<file path="src/rtl/uart_rx_pkg.sv">
package uart_rx_pkg;

    typedef struct packed {
        logic       brk;
        logic       frm;
        logic       par;
        logic       ovr;
        logic [7:0] data;
    } rx_entry_t;

    typedef enum logic [2:0] {
        RX_IDLE,
        RX_START,
        RX_DATA,
        RX_PARITY,
        RX_STOP,
        RX_STOP2,
        RX_HOLD
    } rx_state_e;

    function automatic logic [15:0] entry_to_word(input rx_entry_t e);
        return {e.brk, e.frm, e.par, e.ovr, 4'b0000, e.data};
    endfunction

endpackage

</file>
<file path="src/rtl/rx_line_sync.sv">
module rx_line_sync #(
    parameter int STAGES = 2
) (
    input  logic clk,
    input  logic rst_n,
    input  logic async_i,
    output logic sync_o
);
    logic [STAGES-1:0] chain_d, chain_q;

    always_comb begin
        chain_d = {chain_q[STAGES-2:0], async_i};
    end

    always_ff @(posedge clk or negedge rst_n) begin
        if (!rst_n) chain_q <= '1;
        else        chain_q <= chain_d;
    end

    assign sync_o = chain_q[STAGES-1];
endmodule

</file>
<file path="src/rtl/rx_tick_gen.sv">
module rx_tick_gen #(
    parameter int DIV_W = 10
) (
    input  logic             clk,
    input  logic             rst_n,
    input  logic [DIV_W-1:0] div_i,
    output logic             tick_o
);
    logic [DIV_W-1:0] cnt_d, cnt_q;
    logic             div_ok;

    always_comb begin
        div_ok = (div_i >= DIV_W'(2));
        tick_o = div_ok && (cnt_q >= div_i - DIV_W'(1));
        if (!div_ok || tick_o) cnt_d = '0;
        else                   cnt_d = cnt_q + DIV_W'(1);
    end

    always_ff @(posedge clk or negedge rst_n) begin
        if (!rst_n) cnt_q <= '0;
        else        cnt_q <= cnt_d;
    end

    // a legal divisor never yields ticks on back-to-back cycles
    assert_tick_spacing_R1: assert property (@(posedge clk) disable iff (!rst_n)
        (tick_o && div_i >= DIV_W'(2) && $stable(div_i)) |=> !tick_o);

    // an illegal divisor holds the counter at rest
    assert_tick_stall_R1: assert property (@(posedge clk) disable iff (!rst_n)
        (div_i < DIV_W'(2)) |=> (cnt_q == '0));
endmodule

</file>
<file path="src/rtl/rx_framer.sv">
module rx_framer
    import uart_rx_pkg::*;
#(
    parameter int DATA_BITS = 8,
    parameter int OVS       = 16
) (
    input  logic      clk,
    input  logic      rst_n,
    input  logic      tick_i,
    input  logic      rx_i,
    input  logic      par_en_i,
    input  logic      two_stop_i,
    output logic      vld_o,
    output rx_entry_t ent_o
);
    localparam int PH_W  = $clog2(OVS);
    localparam int MID   = OVS / 2 - 1;
    localparam int BIT_W = $clog2(DATA_BITS + 1);

    typedef struct packed {
        rx_state_e            st;
        logic [PH_W-1:0]      ph;
        logic [BIT_W-1:0]     nbit;
        logic [DATA_BITS-1:0] sh;
        logic                 perr;
        logic                 all_low;
        logic                 frm;
        logic                 brk;
        logic                 vld;
    } fr_state_t;

    fr_state_t s_d, s_q;
    logic      bit_end;

    always_comb begin
        s_d     = s_q;
        s_d.vld = 1'b0;
        bit_end = (s_q.ph == PH_W'(OVS - 1));
        if (tick_i) begin
            unique case (s_q.st)
                RX_IDLE: begin
                    if (!rx_i) begin
                        s_d.st = RX_START;
                        s_d.ph = '0;
                    end
                end
                RX_START: begin
                    if (s_q.ph == PH_W'(MID)) begin
                        s_d.ph = '0;
                        if (!rx_i) begin
                            s_d.st      = RX_DATA;
                            s_d.nbit    = '0;
                            s_d.all_low = 1'b1;
                            s_d.perr    = 1'b0;
                            s_d.frm     = 1'b0;
                            s_d.brk     = 1'b0;
                        end else begin
                            s_d.st = RX_IDLE;
                        end
                    end else begin
                        s_d.ph = s_q.ph + PH_W'(1);
                    end
                end
                RX_DATA: begin
                    if (bit_end) begin
                        s_d.ph      = '0;
                        s_d.sh      = {rx_i, s_q.sh[DATA_BITS-1:1]};
                        s_d.all_low = s_q.all_low & ~rx_i;
                        if (s_q.nbit == BIT_W'(DATA_BITS - 1))
                            s_d.st = par_en_i ? RX_PARITY : RX_STOP;
                        else
                            s_d.nbit = s_q.nbit + BIT_W'(1);
                    end else begin
                        s_d.ph = s_q.ph + PH_W'(1);
                    end
                end
                RX_PARITY: begin
                    if (bit_end) begin
                        s_d.ph      = '0;
                        s_d.perr    = (^s_q.sh) ^ rx_i;
                        s_d.all_low = s_q.all_low & ~rx_i;
                        s_d.st      = RX_STOP;
                    end else begin
                        s_d.ph = s_q.ph + PH_W'(1);
                    end
                end
                RX_STOP: begin
                    if (bit_end) begin
                        s_d.ph = '0;
                        if (two_stop_i && rx_i) begin
                            s_d.st = RX_STOP2;
                        end else begin
                            s_d.frm = ~rx_i;
                            s_d.brk = s_q.all_low & ~rx_i;
                            s_d.vld = 1'b1;
                            s_d.st  = rx_i ? RX_IDLE : RX_HOLD;
                        end
                    end else begin
                        s_d.ph = s_q.ph + PH_W'(1);
                    end
                end
                RX_STOP2: begin
                    if (bit_end) begin
                        s_d.ph  = '0;
                        s_d.frm = ~rx_i;
                        s_d.brk = 1'b0;
                        s_d.vld = 1'b1;
                        s_d.st  = rx_i ? RX_IDLE : RX_HOLD;
                    end else begin
                        s_d.ph = s_q.ph + PH_W'(1);
                    end
                end
                RX_HOLD: begin
                    if (rx_i) s_d.st = RX_IDLE;
                end
                default: s_d.st = RX_IDLE;
            endcase
        end
    end

    always_ff @(posedge clk or negedge rst_n) begin
        if (!rst_n) begin
            s_q    <= '0;
            s_q.st <= RX_IDLE;
        end else begin
            s_q <= s_d;
        end
    end

    assign vld_o      = s_q.vld;
    assign ent_o.data = s_q.sh;
    assign ent_o.brk  = s_q.brk;
    assign ent_o.frm  = s_q.frm;
    assign ent_o.par  = s_q.perr;
    assign ent_o.ovr  = 1'b0;

    // a break character always carries the framing flag
    assert_break_has_framing_R6: assert property (@(posedge clk) disable iff (!rst_n)
        (vld_o && ent_o.brk) |-> (ent_o.frm && ent_o.data == '0));

    // parity flag only appears with parity enabled
    assert_parity_needs_enable_R4: assert property (@(posedge clk) disable iff (!rst_n)
        (vld_o && ent_o.par && $stable(par_en_i)) |-> par_en_i);

    // a character is only delivered once per frame
    assert_single_delivery_R3: assert property (@(posedge clk) disable iff (!rst_n)
        vld_o |=> !vld_o);
endmodule

</file>
<file path="src/rtl/rx_queue.sv">
module rx_queue
    import uart_rx_pkg::*;
#(
    parameter int DEPTH = 64
) (
    input  logic      clk,
    input  logic      rst_n,
    input  logic      clr_i,
    input  logic      push_i,
    input  rx_entry_t din_i,
    input  logic      pop_i,
    output rx_entry_t head_o,
    output logic      empty_o,
    output logic      full_o,
    output logic      half_o
);
    localparam int AW = $clog2(DEPTH);
    localparam int CW = AW + 1;

    typedef struct packed {
        logic [AW-1:0] wp;
        logic [AW-1:0] rp;
        logic [CW-1:0] cnt;
    } q_state_t;

    q_state_t  s_d, s_q;
    rx_entry_t mem_q [DEPTH];
    logic      pop_ok, push_ok;

    always_comb begin
        empty_o = (s_q.cnt == '0);
        full_o  = (s_q.cnt == CW'(DEPTH));
        half_o  = (s_q.cnt >= CW'(DEPTH / 2));
        pop_ok  = pop_i && !empty_o && !clr_i;
        push_ok = push_i && !clr_i && (!full_o || pop_ok);
        s_d     = s_q;
        if (clr_i) begin
            s_d = '0;
        end else begin
            if (push_ok) s_d.wp = s_q.wp + AW'(1);
            if (pop_ok)  s_d.rp = s_q.rp + AW'(1);
            if (push_ok && !pop_ok)      s_d.cnt = s_q.cnt + CW'(1);
            else if (pop_ok && !push_ok) s_d.cnt = s_q.cnt - CW'(1);
        end
    end

    always_ff @(posedge clk or negedge rst_n) begin
        if (!rst_n) s_q <= '0;
        else        s_q <= s_d;
    end

    always_ff @(posedge clk) begin
        if (push_ok) mem_q[s_q.wp] <= din_i;
    end

    assign head_o = mem_q[s_q.rp];

    // occupancy never passes the depth
    assert_no_overflow_R8: assert property (@(posedge clk) disable iff (!rst_n)
        s_q.cnt <= CW'(DEPTH));

    // clear leaves the queue empty on the following cycle
    assert_clear_empties_R10: assert property (@(posedge clk) disable iff (!rst_n)
        clr_i |=> empty_o);

    // a read on an empty queue changes nothing
    assert_empty_pop_ignored_R9: assert property (@(posedge clk) disable iff (!rst_n)
        (pop_i && empty_o && !push_i && !clr_i) |=> (empty_o && $stable(s_q.rp)));

    // a lone read lowers occupancy by one
    assert_pop_decrements_R9: assert property (@(posedge clk) disable iff (!rst_n)
        (pop_i && !empty_o && !push_i && !clr_i) |=> (s_q.cnt == $past(s_q.cnt) - CW'(1)));
endmodule

</file>
<file path="src/rtl/uart_rx_tagged.sv">
module uart_rx_tagged
    import uart_rx_pkg::*;
#(
    parameter int DIV_W      = 10,
    parameter int DATA_BITS  = 8,
    parameter int OVS        = 16,
    parameter int SYNC_STAGE = 2,
    parameter int DEPTH      = 64
) (
    input  logic             clk,
    input  logic             rst_n,
    input  logic             rx_line,
    input  logic [DIV_W-1:0] baud_div,
    input  logic             par_even_en,
    input  logic             stop_two,
    input  logic             q_clear,
    input  logic             rd_pop,
    output logic [15:0]      rd_word,
    output logic             rx_ready,
    output logic             q_empty,
    output logic             q_full,
    output logic             q_half
);
    logic      rx_s, tick;
    logic      fr_vld;
    rx_entry_t fr_ent, push_ent, head;
    logic      take, drop, push;
    logic      ovr_d, ovr_q;

    rx_line_sync #(.STAGES(SYNC_STAGE)) u_sync (
        .clk(clk), .rst_n(rst_n), .async_i(rx_line), .sync_o(rx_s)
    );

    rx_tick_gen #(.DIV_W(DIV_W)) u_tick (
        .clk(clk), .rst_n(rst_n), .div_i(baud_div), .tick_o(tick)
    );

    rx_framer #(.DATA_BITS(DATA_BITS), .OVS(OVS)) u_framer (
        .clk(clk), .rst_n(rst_n), .tick_i(tick), .rx_i(rx_s),
        .par_en_i(par_even_en), .two_stop_i(stop_two),
        .vld_o(fr_vld), .ent_o(fr_ent)
    );

    always_comb begin
        take         = rd_pop && !q_empty;
        drop         = fr_vld && q_full && !take && !q_clear;
        push         = fr_vld && !drop;
        push_ent     = fr_ent;
        push_ent.ovr = ovr_q;
        if (q_clear)   ovr_d = 1'b0;
        else if (drop) ovr_d = 1'b1;
        else if (push) ovr_d = 1'b0;
        else           ovr_d = ovr_q;
    end

    always_ff @(posedge clk or negedge rst_n) begin
        if (!rst_n) ovr_q <= 1'b0;
        else        ovr_q <= ovr_d;
    end

    rx_queue #(.DEPTH(DEPTH)) u_queue (
        .clk(clk), .rst_n(rst_n), .clr_i(q_clear), .push_i(push),
        .din_i(push_ent), .pop_i(rd_pop), .head_o(head),
        .empty_o(q_empty), .full_o(q_full), .half_o(q_half)
    );

    assign rx_ready = !q_empty;
    assign rd_word  = q_empty ? 16'h0000 : entry_to_word(head);

    // a character arriving into a full, undrained queue arms the overrun flag
    assert_overrun_armed_R7: assert property (@(posedge clk) disable iff (!rst_n)
        (fr_vld && q_full && !rd_pop && !q_clear) |=> ovr_q);

    // clear cancels a pending overrun
    assert_clear_cancels_ovr_R10: assert property (@(posedge clk) disable iff (!rst_n)
        q_clear |=> !ovr_q);
endmodule

</file>
<file path="config.mk">
export PLATFORM = sky130hd
export DESIGN_NAME = uart_rx_tagged
export DESIGN_NICKNAME = d
export VERILOG_FILES = /design/src/rtl/uart_rx_pkg.sv /design/src/rtl/rx_line_sync.sv /design/src/rtl/rx_tick_gen.sv /design/src/rtl/rx_framer.sv /design/src/rtl/rx_queue.sv /design/src/rtl/uart_rx_tagged.sv
export SDC_FILE = /design/constraint.sdc
export NUM_CORES = 1
export LEC_CHECK = 0
export BUFFER_PORTS_ARGS = -buffer_cell sky130_fd_sc_hd__buf_2
export CAP_MARGIN = 30
export CORE_ASPECT_RATIO = 2
export CORE_MARGIN = 2
export CORE_UTILIZATION = 57
export CTS_CLUSTER_SIZE = 40
export DETAILED_ROUTE_END_ITERATION = 8
export PLACE_DENSITY = 0.75
export SYNTH_ARGS = -nofsm -noshare
export SYNTH_HDL_FRONTEND = slang
export SYNTH_HIERARCHICAL = 1
export SYNTH_SLANG_ARGS = --single-unit
</file>
<file path="constraint.sdc">
create_clock -name clk -period 3.4 [get_ports clk]
set_input_delay 0.34 -clock clk [delete_from_list [all_inputs] [get_ports clk]]
set_output_delay 0.34 -clock clk [all_outputs]
set_load 0.05 [all_outputs]
</file>
==> results.md, run 1 <==
- Final period utilization: 106.7%
- Initial core utilization: 57.72%
- Number of cells after detailed placement: 2,648
- Tot GR Track Use: 26.92%
- Die Span Y: 347.3 um
- Largest net degree at the start of global routing: 67
- Area added between synthesis and finish: 15.37%
- Kind of critical path: flip-flop to output pin
- Pwr Total: 24,690 uW
- Finished layout cell area: 38,750 um2
- Clock Path Buffers: 3
- Core footprint: between 50,000 and 60,000 um2
- Clk slew on worst S/H paths: 0.08 ns
- Status: finished, violations left
- Max-Cap Viols: 0
- CTS tree: built
- Layout cells sized above 1: 31.97%
- Detailed Route WL: approximately 80,000 um
- Mapped Cells: 1,804
- Actual slew at the worst max-slew pin: 0.9910 ns
- Slowest stage delay, CP: 0.52 ns
- Skew-Pair Late Insertion Delay: 0.62 ns
- Critical path's slowest cell: mux4_2
- TritonCTS buffer count: 67
- Crit Path Max Fanout: 13
- Post-layout min period: 3.626 ns
- Setup crit end kind: output pin
- Post-route clock skew: 0.01822 ns
- Placement row count: around 130
- Critical Path Start: u_queue/s_q[7]
- Port Buffers: 32
- GRT overflow: 0
- Max transition margin: between 30% and 40%
- Unrepaired setup endpoints after global routing: yes
- H-tree levels: 3
- Int Pwr: 17,720 uW
- Placer Congestion: 0.9180
- Psw: about 7000 uW
- Initial antenna violation count: 0
- Worst setup margin: -0.2265 ns
- Sw Ratio: ~28%
- HPWL Detailed: roughly 50,000 um
- Lkg Pwr: 0.01252 uW
- Ports: 37
- Syn avg cell area: 18.62 um2
- Clock Sink Count: 824
- Die ar.: 61,000 um2
- Vias in the first global route: 18,991
- Reg2Reg Setup Slack: roughly 0.14 ns
- PwrDens: 637.3 nW/um2
- Via-to-Cell Ratio: roughly 6.5
- Pre-CTS setup slack: 0.004066 ns
- Clock root cell: clkbuf_16
- Global-route wire length before repair: 119,400 um
- Clk pwr share: 29.8%
- HP Class: input pin to flip-flop
- Yosys warning count: 6
- Antenna-violating nets left: 0
- Net count of the finished layout: ~2,000
- Iter 0 DRT Violations: 1,990
- Ant. Diodes: 0
- Flop pwr share: between 40% and 50%
- Vias: 18,202
- Fmax: 275.8 MHz
- Mapped Area: 33,580 um2
- Crit path required time: 3.06 ns
- Drt pass-1 iters: 5
- Min-delay src: q_clear
- Final core utilization: about two thirds
- Critical R2R Launch: u_queue/s_q[0]
- Combinational power share: between 20% and 30%
- DR WL/cell: 29.01 um
- Final hold violations: 0
- Final setup fails: 12
- Die X: 175.6 um
- CP startpoint kind: flip-flop
- Peak supply drop: between 1 and 1.5 mV
- Final Slew Violations: 0
- Post-place instance area: between 30,000 and 40,000 um2
- Failing checks: negative setup slack
- CP Data Arrival Time: approximately 3.3 ns
- Crit-path cells: buf_12 -> bufbuf_16 -> mux4_2 -> o22ai_1 -> a2bb2oi_2 -> a21oi_1 -> nor2b_4 -> buf_6
- Post-route insts no fill: approximately 2,800
- DR DRC count: 0
## layout make-up
type | instances | area, um2
inverter | 27 | 105.1
clock buffer | 89 | 1844
tap | 762 | 953.4
clock inverter | 28 | 183.9
timing repair buffer | 222 | 2283
multi-input combinational | 843 | 8884
sequential | 824 | 24490
fill | 3682 | 19430
## final timing paths
path	cells after the start	end
max in group asynchronous	4	u_queue/s_q[9]
worst max register to register	15	u_queue/s_q[6]
worst max-delay path	8	rd_word[6]
worst min register to register	0	u_sync/chain_q[1]
min in group asynchronous	2	u_tick/cnt_q[5]
worst min-delay path	2	u_queue/s_q[2]
## worst max-delay path, delay by kind of cell, from the launching register on
family	cells	cell delay (ns)
mux	1	0.52
buf+inv	3	0.63
flops	1	0.44
compound gates	3	0.86
simple gates	1	0.22
## layer usage
layer | part of all wire (%) | track usage, % | vias up
met4 | 7.4 | 17.39 | 0
met1 | 33 | 29.84 | 9414
met3 | 5.7 | 3.417 | 265
li1 | - | - | 7611
met2 | 54 | 48.38 | 912
met5 | 0 | 0 | -
## state kept, by name, indices dropped and copies added, names as in the netlist
register        cells
u_framer/vld_o      1
u_queue/s_q        19
u_tick/cnt_q       10
u_framer/ent_o     11
ovr_q               1
u_queue/mem_q     768
u_framer/s_q       12
u_sync/chain_q      2
## power groups by stage
stage,combinational (uW),clock [uW],sequential [uW]
final,6030,7360,11300
after global routing,6320,7790,11300
after CTS,5700,7440,11300
after detailed placement,4720,0,11500
after global placement,4610,0,11500
after floorplan,3640,0,11400
## stage by stage
step | hold WS (ns) | setup TNS [ns]
after floorplan | 0.04441 | 0
after global placement | 0.3478 | 0
after detailed placement | 0.2365 | 0
after CTS | 0.07420 | -1.667
after global routing | 0.09334 | -2.273
final | 0.08749 | -1.787
## layout by cell type, fill, tap and decap left out, drive strengths merged, types with 19 or more instances in the layout
master	n
mux2	43
o22ai	26
nor2	125
clkinv	20
a211oi	20
buf	215
edfxtp	768
ha	22
nand3	19
o21ai	23
clkbuf	92
inv	30
a21oi	44
nor2b	34
nand2	46
nor3	24
a22oi	45
mux4	164
mux2i	33
xnor2	26
dfrtp	54
## repair_timing
action                                  CTS  global route
gates cloned                              7             3
endpoints found under the hold margin    46             0
resized for setup                       120            58
pin swaps                                16            13
endpoints found under the setup margin   13            20
hold buffers                              2             0
buffers inserted                         15             3
Note: power is estimated with default switching activity, not from simulation.
==> run 2: changes to the inputs <==
--- a/config.mk
+++ b/config.mk
@@ -9,10 +9,10 @@
 export CAP_MARGIN = 30
 export CORE_ASPECT_RATIO = 2
 export CORE_MARGIN = 2
-export CORE_UTILIZATION = 57
+export CORE_UTILIZATION = 50
 export CTS_CLUSTER_SIZE = 40
 export DETAILED_ROUTE_END_ITERATION = 8
-export PLACE_DENSITY = 0.75
+export PLACE_DENSITY = 0.67
 export SYNTH_ARGS = -nofsm -noshare
 export SYNTH_HDL_FRONTEND = slang
 export SYNTH_HIERARCHICAL = 1
==> constraint.sdc (replaced) <==
create_clock -name clk -period 3.4 [get_ports clk]
set_input_delay 0.68 -clock clk [delete_from_list [all_inputs] [get_ports clk]]
set_output_delay 0.68 -clock clk [all_outputs]
set_load 0.05 [all_outputs]
==> run 2 against run 1 <==
Net effect:
- the run still ends with negative setup slack left
- worst setup slack got worse by 0.25 ns
- clock-buffer cell count fell by 6
- hold slack gained 0.052 ns
- sequential share of layout area is 1.5 points lower
- critical path type unchanged
==> results.md, run 2 (synthesis gave the netlist of run 1 again) <==
- Initial core utilization: 50.46% (-7.3 points)
- Max transition margin: 33.64% (-0.30 points)
- Vias: 17,738 (-2.5%)
- Port Buffers: 32 (unchanged)
- Post-route clock skew: 0.02890 ns (+0.01067 ns)
- Area added between synthesis and finish: 18.14%
- Finished layout cell area: 39,680 um2 (+2.4%)
- Layout cells sized above 1: 34.64% (+2.7 points)
- Final core utilization: 59.61% (-7.0 points)
- Kind of critical path: flip-flop to output pin
- CP startpoint kind: flip-flop
- Status: finished, violations left
- Clock Path Buffers: 3 (unchanged)
- Final setup fails: 12 (unchanged)
- Top flop regs: u_queue/mem_q: 768 flops, u_queue/s_q: 19 flops, u_framer/s_q: 12 flops
- Antenna-violating nets left: 0 (unchanged)
- Combinational power share: 23.8% (-0.6 points)
- Clock Sink Count: 824 (unchanged)
- Ports: 37 (unchanged)
- Number of cells after detailed placement: 2,823 (+6.6%)
- Placer Congestion: 0.8713 (-5.1%)
- PwrDens: 642.6 nW/um2 (+0.83%)
- Iter 0 DRT Violations: 1,320 (-34%)
- DR WL/cell: 26.89 um (-7.3%)
- Setup Total Neg Slack: -4.752 ns (-2.965 ns)
- Actual slew at the worst max-slew pin: 0.9955 ns (+0.004492 ns)
- TritonCTS buffer count: 70 (+4.5%)
- Clock root cell: clkbuf_16
- Die ar.: 69,380 um2 (+14%)
- Max-Cap Viols: 0 (unchanged)
- Crit path required time: 2.72 ns (-0.34 ns)
- Skew-Pair Late Insertion Delay: 0.63 ns (about the same)
- Most common cell after layout, fill and taps aside: edfxtp_1
- Failing checks: negative setup slack
- HPWL Detailed: 51,770 um (+3.6%)
- Post-route insts no fill: 2,968 (+6.2%)
- H-tree levels: 3 (unchanged)
- Worst setup margin: -0.4771 ns (-0.2507 ns)
- Filler Cell Count: 4,783 (+30%)
- DR DRC count: 0 (unchanged)
- Setup crit end kind: output pin
- Most flop-heavy register: u_queue/mem_q
- Max FFs per register: 768 (unchanged)
- Placement row count: 134 (+7.2%)
- Post-CTS Hold Fix Bufs: 0 (-2)
- Post-layout min period: 3.877 ns (+0.2507 ns)
- Int Pwr: 18,410 uW (+3.9%)
- Clk slew on worst S/H paths: 0.07 ns (about the same)
- Tot GR Track Use: 23.56% (-3.4 points)
- Final hold violations: 0 (unchanged)
- Initial antenna violation count: 0 (unchanged)
- Die X: 187.3 um (+6.6%)
- Final period utilization: 114.0% (+7.4 points)
- Sw Ratio: 27.79% (-0.45 points)
- Vias in the first global route: 18,895 (-0.51%)
- Fmax: 257.9 MHz (-6.5%)
- Most frequent cells in the layout: edfxtp_1 (768), buf_4 (180), mux4_2 (164)
- Post-place instance area: 36,130 um2 (+1.8%)
- Largest net degree at the start of global routing: 67 (unchanged)
- Peak supply drop: 0.9532 mV (-15%)
- Clk pwr share: 31.9% (+2.1 points)
- Net count of the finished layout: 2,067 (+2.1%)
- Detailed Route WL: 79,810 um (-1.6%)
- Psw: 7085 uW (+1.6%)
- Die Span Y: 370.5 um (+6.7%)
- HP Class: input pin to flip-flop
- Lkg Pwr: 0.01290 uW (+3.1%)
- Final Slew Violations: 0 (unchanged)
- Drt pass-1 iters: 5 (unchanged)
- Flop pwr share: 44.3% (-1.5 points)
- GRT overflow: 0 (unchanged)
- Crit Path Max Fanout: 7 (-6)
- Global-route wire length before repair: 119,300 um (about the same)
- Ant. Diodes: 0 (unchanged)
- Unrepaired setup endpoints after global routing: yes
- Via-to-Cell Ratio: 5.976 (-8.2%)
- CP Data Arrival Time: 3.20 ns (-0.09 ns)
- Core footprint: 66,560 um2 (+14%)
- CTS tree: built
==> run 2: changes by cell type in the layout (fill, tap and decap cells not counted), sizes merged <==
cell / delta
buf: +46
bufbuf: -2
clkbuf: -9
clkinv: +13
bufinv: +6
inv: -1
dlygate4sd3: -2
==> run 2: through the flow <==
stage	power, uW	hold WS [ns]	setup slack [ns]
CTS	25670	0.1032	-0.4908
global placement	16490	0.3454	-0.2135
detailed placement	16580	0.3475	-0.4316
global route	26370	0.1143	-0.5383
floorplan	15030	0.3452	0.01820
finish	25490	0.1395	-0.4771
==> run 2: timing repair <==
item | in CTS | in global routing
setup endpoints to repair | 12 | 16
pin swaps | 38 | 27
cloned | 5 | 0
buffers inserted | 16 | 0
resized for setup | 181 | 35
==> run 2: worst max-delay path: stages, from the launching register on <==
cell and delay [ns]:
dfrtp_4 0.52, buf_12 0.16, buf_12 0.14, buf_12 0.14, buf_12 0.12, mux4_2 0.42, a22oi_2 0.24, a21oi_2 0.14
nor2_2 0.20, o22ai_1 0.12, nor2b_2 0.18, buf_6 0.17
==> run 2: cell type report <==
type / instances / area, um2 / share of cell area (%)
Multi-Input combinational cell: 843 / 9110 / 22.96
Tap cell: 884 / 1106 / 2.788
Timing Repair Buffer: 261 / 2546 / 6.418
Inverter: 27 / 101.3 / 0.2554
Clock buffer: 83 / 1884 / 4.749
Clock inverter: 46 / 439.2 / 1.107
Sequential cell: 824 / 24490 / 61.72
==> run 2: worst paths after layout <==
kind                                     end  slack, ns  cells past startpoint         startpoint
setup reg to reg              u_queue/s_q[6]       0.11                     14     u_queue/s_q[3]
setup / recovery                  rd_word[0]      -0.48                     11     u_queue/s_q[7]
hold / removal             u_sync/chain_q[0]       0.14                      1            rx_line
max in group asynchronous     u_queue/s_q[8]       2.61                      2              rst_n
min in group asynchronous     u_queue/s_q[0]       0.20                      2              rst_n
hold reg to reg            u_sync/chain_q[1]       0.36                      0  u_sync/chain_q[0]
==> run 2: per-layer routing <==
| metal | global-route usage, % | up-vias | part of all wire, % | wire (um) |
|---|---|---|---|---|
| li1 | - | 7697 | - | - |
| met1 | 25.39 | 9262 | 34 | 27250 |
| met2 | 44.18 | 571 | 55 | 43760 |
| met3 | 3.075 | 208 | 4.4 | 3529 |
| met4 | 13.54 | 0 | 6.6 | 5269 |
| met5 | 0 | - | 0 | 0 |
==> run 2: power by group through the flow <==
stage,Clock [uW],Combinational [uW],Sequential [uW]
global placement,0,4990,11500
finish,8130,6080,11300
global route,8640,6420,11300
floorplan,0,3640,11400
detailed placement,0,5070,11500
CTS,8280,6100,11300
==> run 3: changes to the inputs <==
--- a/config.mk
+++ b/config.mk
@@ -12,7 +12,8 @@
 export CORE_UTILIZATION = 50
 export CTS_CLUSTER_SIZE = 40
 export DETAILED_ROUTE_END_ITERATION = 8
-export PLACE_DENSITY = 0.67
+export MAX_ROUTING_LAYER = met4
+export PLACE_DENSITY = 0.7
 export SYNTH_ARGS = -nofsm -noshare
 export SYNTH_HDL_FRONTEND = slang
 export SYNTH_HIERARCHICAL = 1
==> run 3 against run 2 <==
Net effect:
- power down 1.4%
- via count up 1.3%
- cell count down 0.10%
- clock-buffer cell count up 10
- sequential power about the same
- the flow still finishes with violations (negative setup slack)
- first-iteration DRC count up 27%
- non-clock buffer count up 4
- global-route usage up 0.74 points
==> results.md, run 3 (synthesis gave the netlist of run 1 again) <==
- Actual slew at the worst max-slew pin: 1.020 ns (+0.02437 ns)
- Tot GR Track Use: 24.30% (+0.74 points)
- Layout cells sized above 1: 34.86% (+0.21 points)
- GR Util met1: 25.01% (-0.38 points)
- HPWL Detailed: 52,360 um (+1.1%)
- GRT overflow: 0 (unchanged)
- Finished layout cell area: 39,500 um2 (-0.44%)
- Crit path required time: 2.72 ns (about the same)
- Lkg Pwr: 0.01281 uW (-0.67%)
- Antenna-violating nets left: 0 (unchanged)
- Post-CTS Hold Fix Bufs: 0 (unchanged)
- Worst setup margin: -0.4902 ns (-0.01303 ns)
- Top flop regs: u_queue/mem_q: 768 flops, u_queue/s_q: 19 flops, u_framer/s_q: 12 flops
- Die Span Y: 370.5 um (unchanged)
- Port Buffers: 32 (unchanged)
- Pwr Total: 25,130 uW (-1.4%)
- Die ar.: 69,380 um2 (unchanged)
- Post-layout min period: 3.890 ns (+0.01303 ns)
- Status: finished, violations left
- Post-place instance area: 36,060 um2 (-0.18%)
- Max-Cap Viols: 0 (unchanged)
- Clock Path Buffers: 3 (unchanged)
- Most frequent cells in the layout: edfxtp_1 (768), buf_4 (186), mux4_2 (164)
- Most flop-heavy register: u_queue/mem_q
- GR peak layer: met2
- DR WL/cell: 27.28 um (+1.4%)
- TritonCTS buffer count: 68 (-2.9%)
- Area added between synthesis and finish: 17.61%
- Largest net degree at the start of global routing: 67 (unchanged)
- Global-route wire length before repair: 119,100 um (-0.23%)
- Skew-Pair Late Insertion Delay: 0.63 ns (about the same)
- Clock Sink Count: 824 (unchanged)
- Unrepaired setup endpoints after global routing: yes
- Initial core utilization: 50.46% (unchanged)
- Core footprint: 66,560 um2 (unchanged)
- Clk slew on worst S/H paths: 0.07 ns (about the same)
- Path depth of the worst reg2reg path: 14 (unchanged)
- Clock root cell: clkbuf_16
- Failing checks: negative setup slack
- CP Data Arrival Time: 3.21 ns (about the same)
- Most common cell after layout, fill and taps aside: edfxtp_1
- Vias in the first global route: 18,784 (-0.59%)
- Vias: 17,963 (+1.3%)
- Grt met2 use: 44.01% (-0.17 points)
- Ports: 37 (unchanged)
- Max transition margin: 32.01% (-1.6 points)
- Filler Cell Count: 4,748 (-0.73%)
- HP Class: input pin to async pin
- Setup crit end kind: output pin
- Crit Path Max Fanout: 12 (+5)
- Net count of the finished layout: 2,069 (+0.097%)
- Drt pass-1 iters: 7 (+2)
- Initial antenna violation count: 1 (+1)
- Met3 Use GR: 3.047% (-0.028 points)
- Iter 0 DRT Violations: 1,673 (+27%)
- Final Slew Violations: 0 (unchanged)
- Detailed Route WL: 80,870 um (+1.3%)
- Peak supply drop: 0.9544 mV (+0.13%)
- Fmax: 257.1 MHz (-0.33%)
- Post-route clock skew: 0.02093 ns (-0.007966 ns)
- Final hold violations: 0 (unchanged)
- PwrDens: 636.1 nW/um2 (-1.0%)
- Via-to-Cell Ratio: 6.058 (+1.4%)
- Max FFs per register: 768 (unchanged)
- Die X: 187.3 um (unchanged)
- Final period utilization: 114.4% (+0.38 points)
- Final setup fails: 12 (unchanged)
- CTS tree: built
- H-tree levels: 3 (unchanged)
- Kind of critical path: flip-flop to output pin
- Placer Congestion: 0.9035 (+3.7%)
- Placement row count: 134 (unchanged)
- CP startpoint kind: flip-flop
- DR DRC count: 0 (unchanged)
## run 3: per-stage QoR
stage	setup slack (ns)	TNS [ns]	cells	hold slack, ns	util [%]
3_5_place_dp	-0.3281	-4.435	2818	0.3470	54.18
4_1_cts	-0.5532	-6.356	2956	0.1212	58.73
5_1_grt	-0.5547	-5.947	2964	0.1391	59.34
3_3_place_gp	-0.1872	-2.111	2817	0.3460	54.15
2_1_floorplan	0.01820	0	1807	0.3452	-
6_report	-0.4902	-5.368	2965	0.1476	59.34
## run 3: metal layers
metal	up-vias	share of wire [%]
li1	7699	-
met1	9372	33
met2	690	56
met3	202	5.0
met4	0	6.2
met5	-	0
## run 3: path summary, 6_finish.rpt
path / startpoint / end / slack [ns]
max: u_queue/s_q[7] / rd_word[4] / -0.49
max in group asynchronous: rst_n / u_queue/s_q[8] / 2.42
min reg2reg: u_sync/chain_q[0] / u_sync/chain_q[1] / 0.36
min in group clk: rx_line / u_sync/chain_q[0] / 0.16
min: rst_n / u_tick/cnt_q[1] / 0.15
max reg2reg: u_queue/s_q[1] / u_queue/s_q[6] / 0.18
## run 3: report_power, final
part	switching (uW)	internal [uW]
registers	233	11100
clock network	3440	4300
logic	3280	2810
total	6950	18200
## run 3: final cells by class
class                   instances  area (um2)  area share (%)
diodes                          1       2.502        0.006335
clock buffers                  93        1932           4.891
clock inverters                28       249.0          0.6304
inverters                      27       101.3          0.2566
multi-input cells             843        9090           23.01
flip-flops and latches        824       24490           62.00
well taps                     884        1106           2.800
repair buffers                265        2529           6.402
## run 3: what timing repair did
action	CTS	global route
cloned	5	2
buffers inserted	12	9
pin swaps	19	32
setup endpoints to repair	12	14
gates resized for setup	132	85
## run 3: worst max-delay path, stage by stage (launching register included)
cell and delay, ns:
dfrtp_4 0.45, buf_12 0.16, buf_12 0.17, buf_12 0.17, mux4_2 0.52, a22oi_2 0.24, a21oi_2 0.18, nor2_2 0.17
o22ai_1 0.11, nor2b_1 0.22, buf_6 0.18
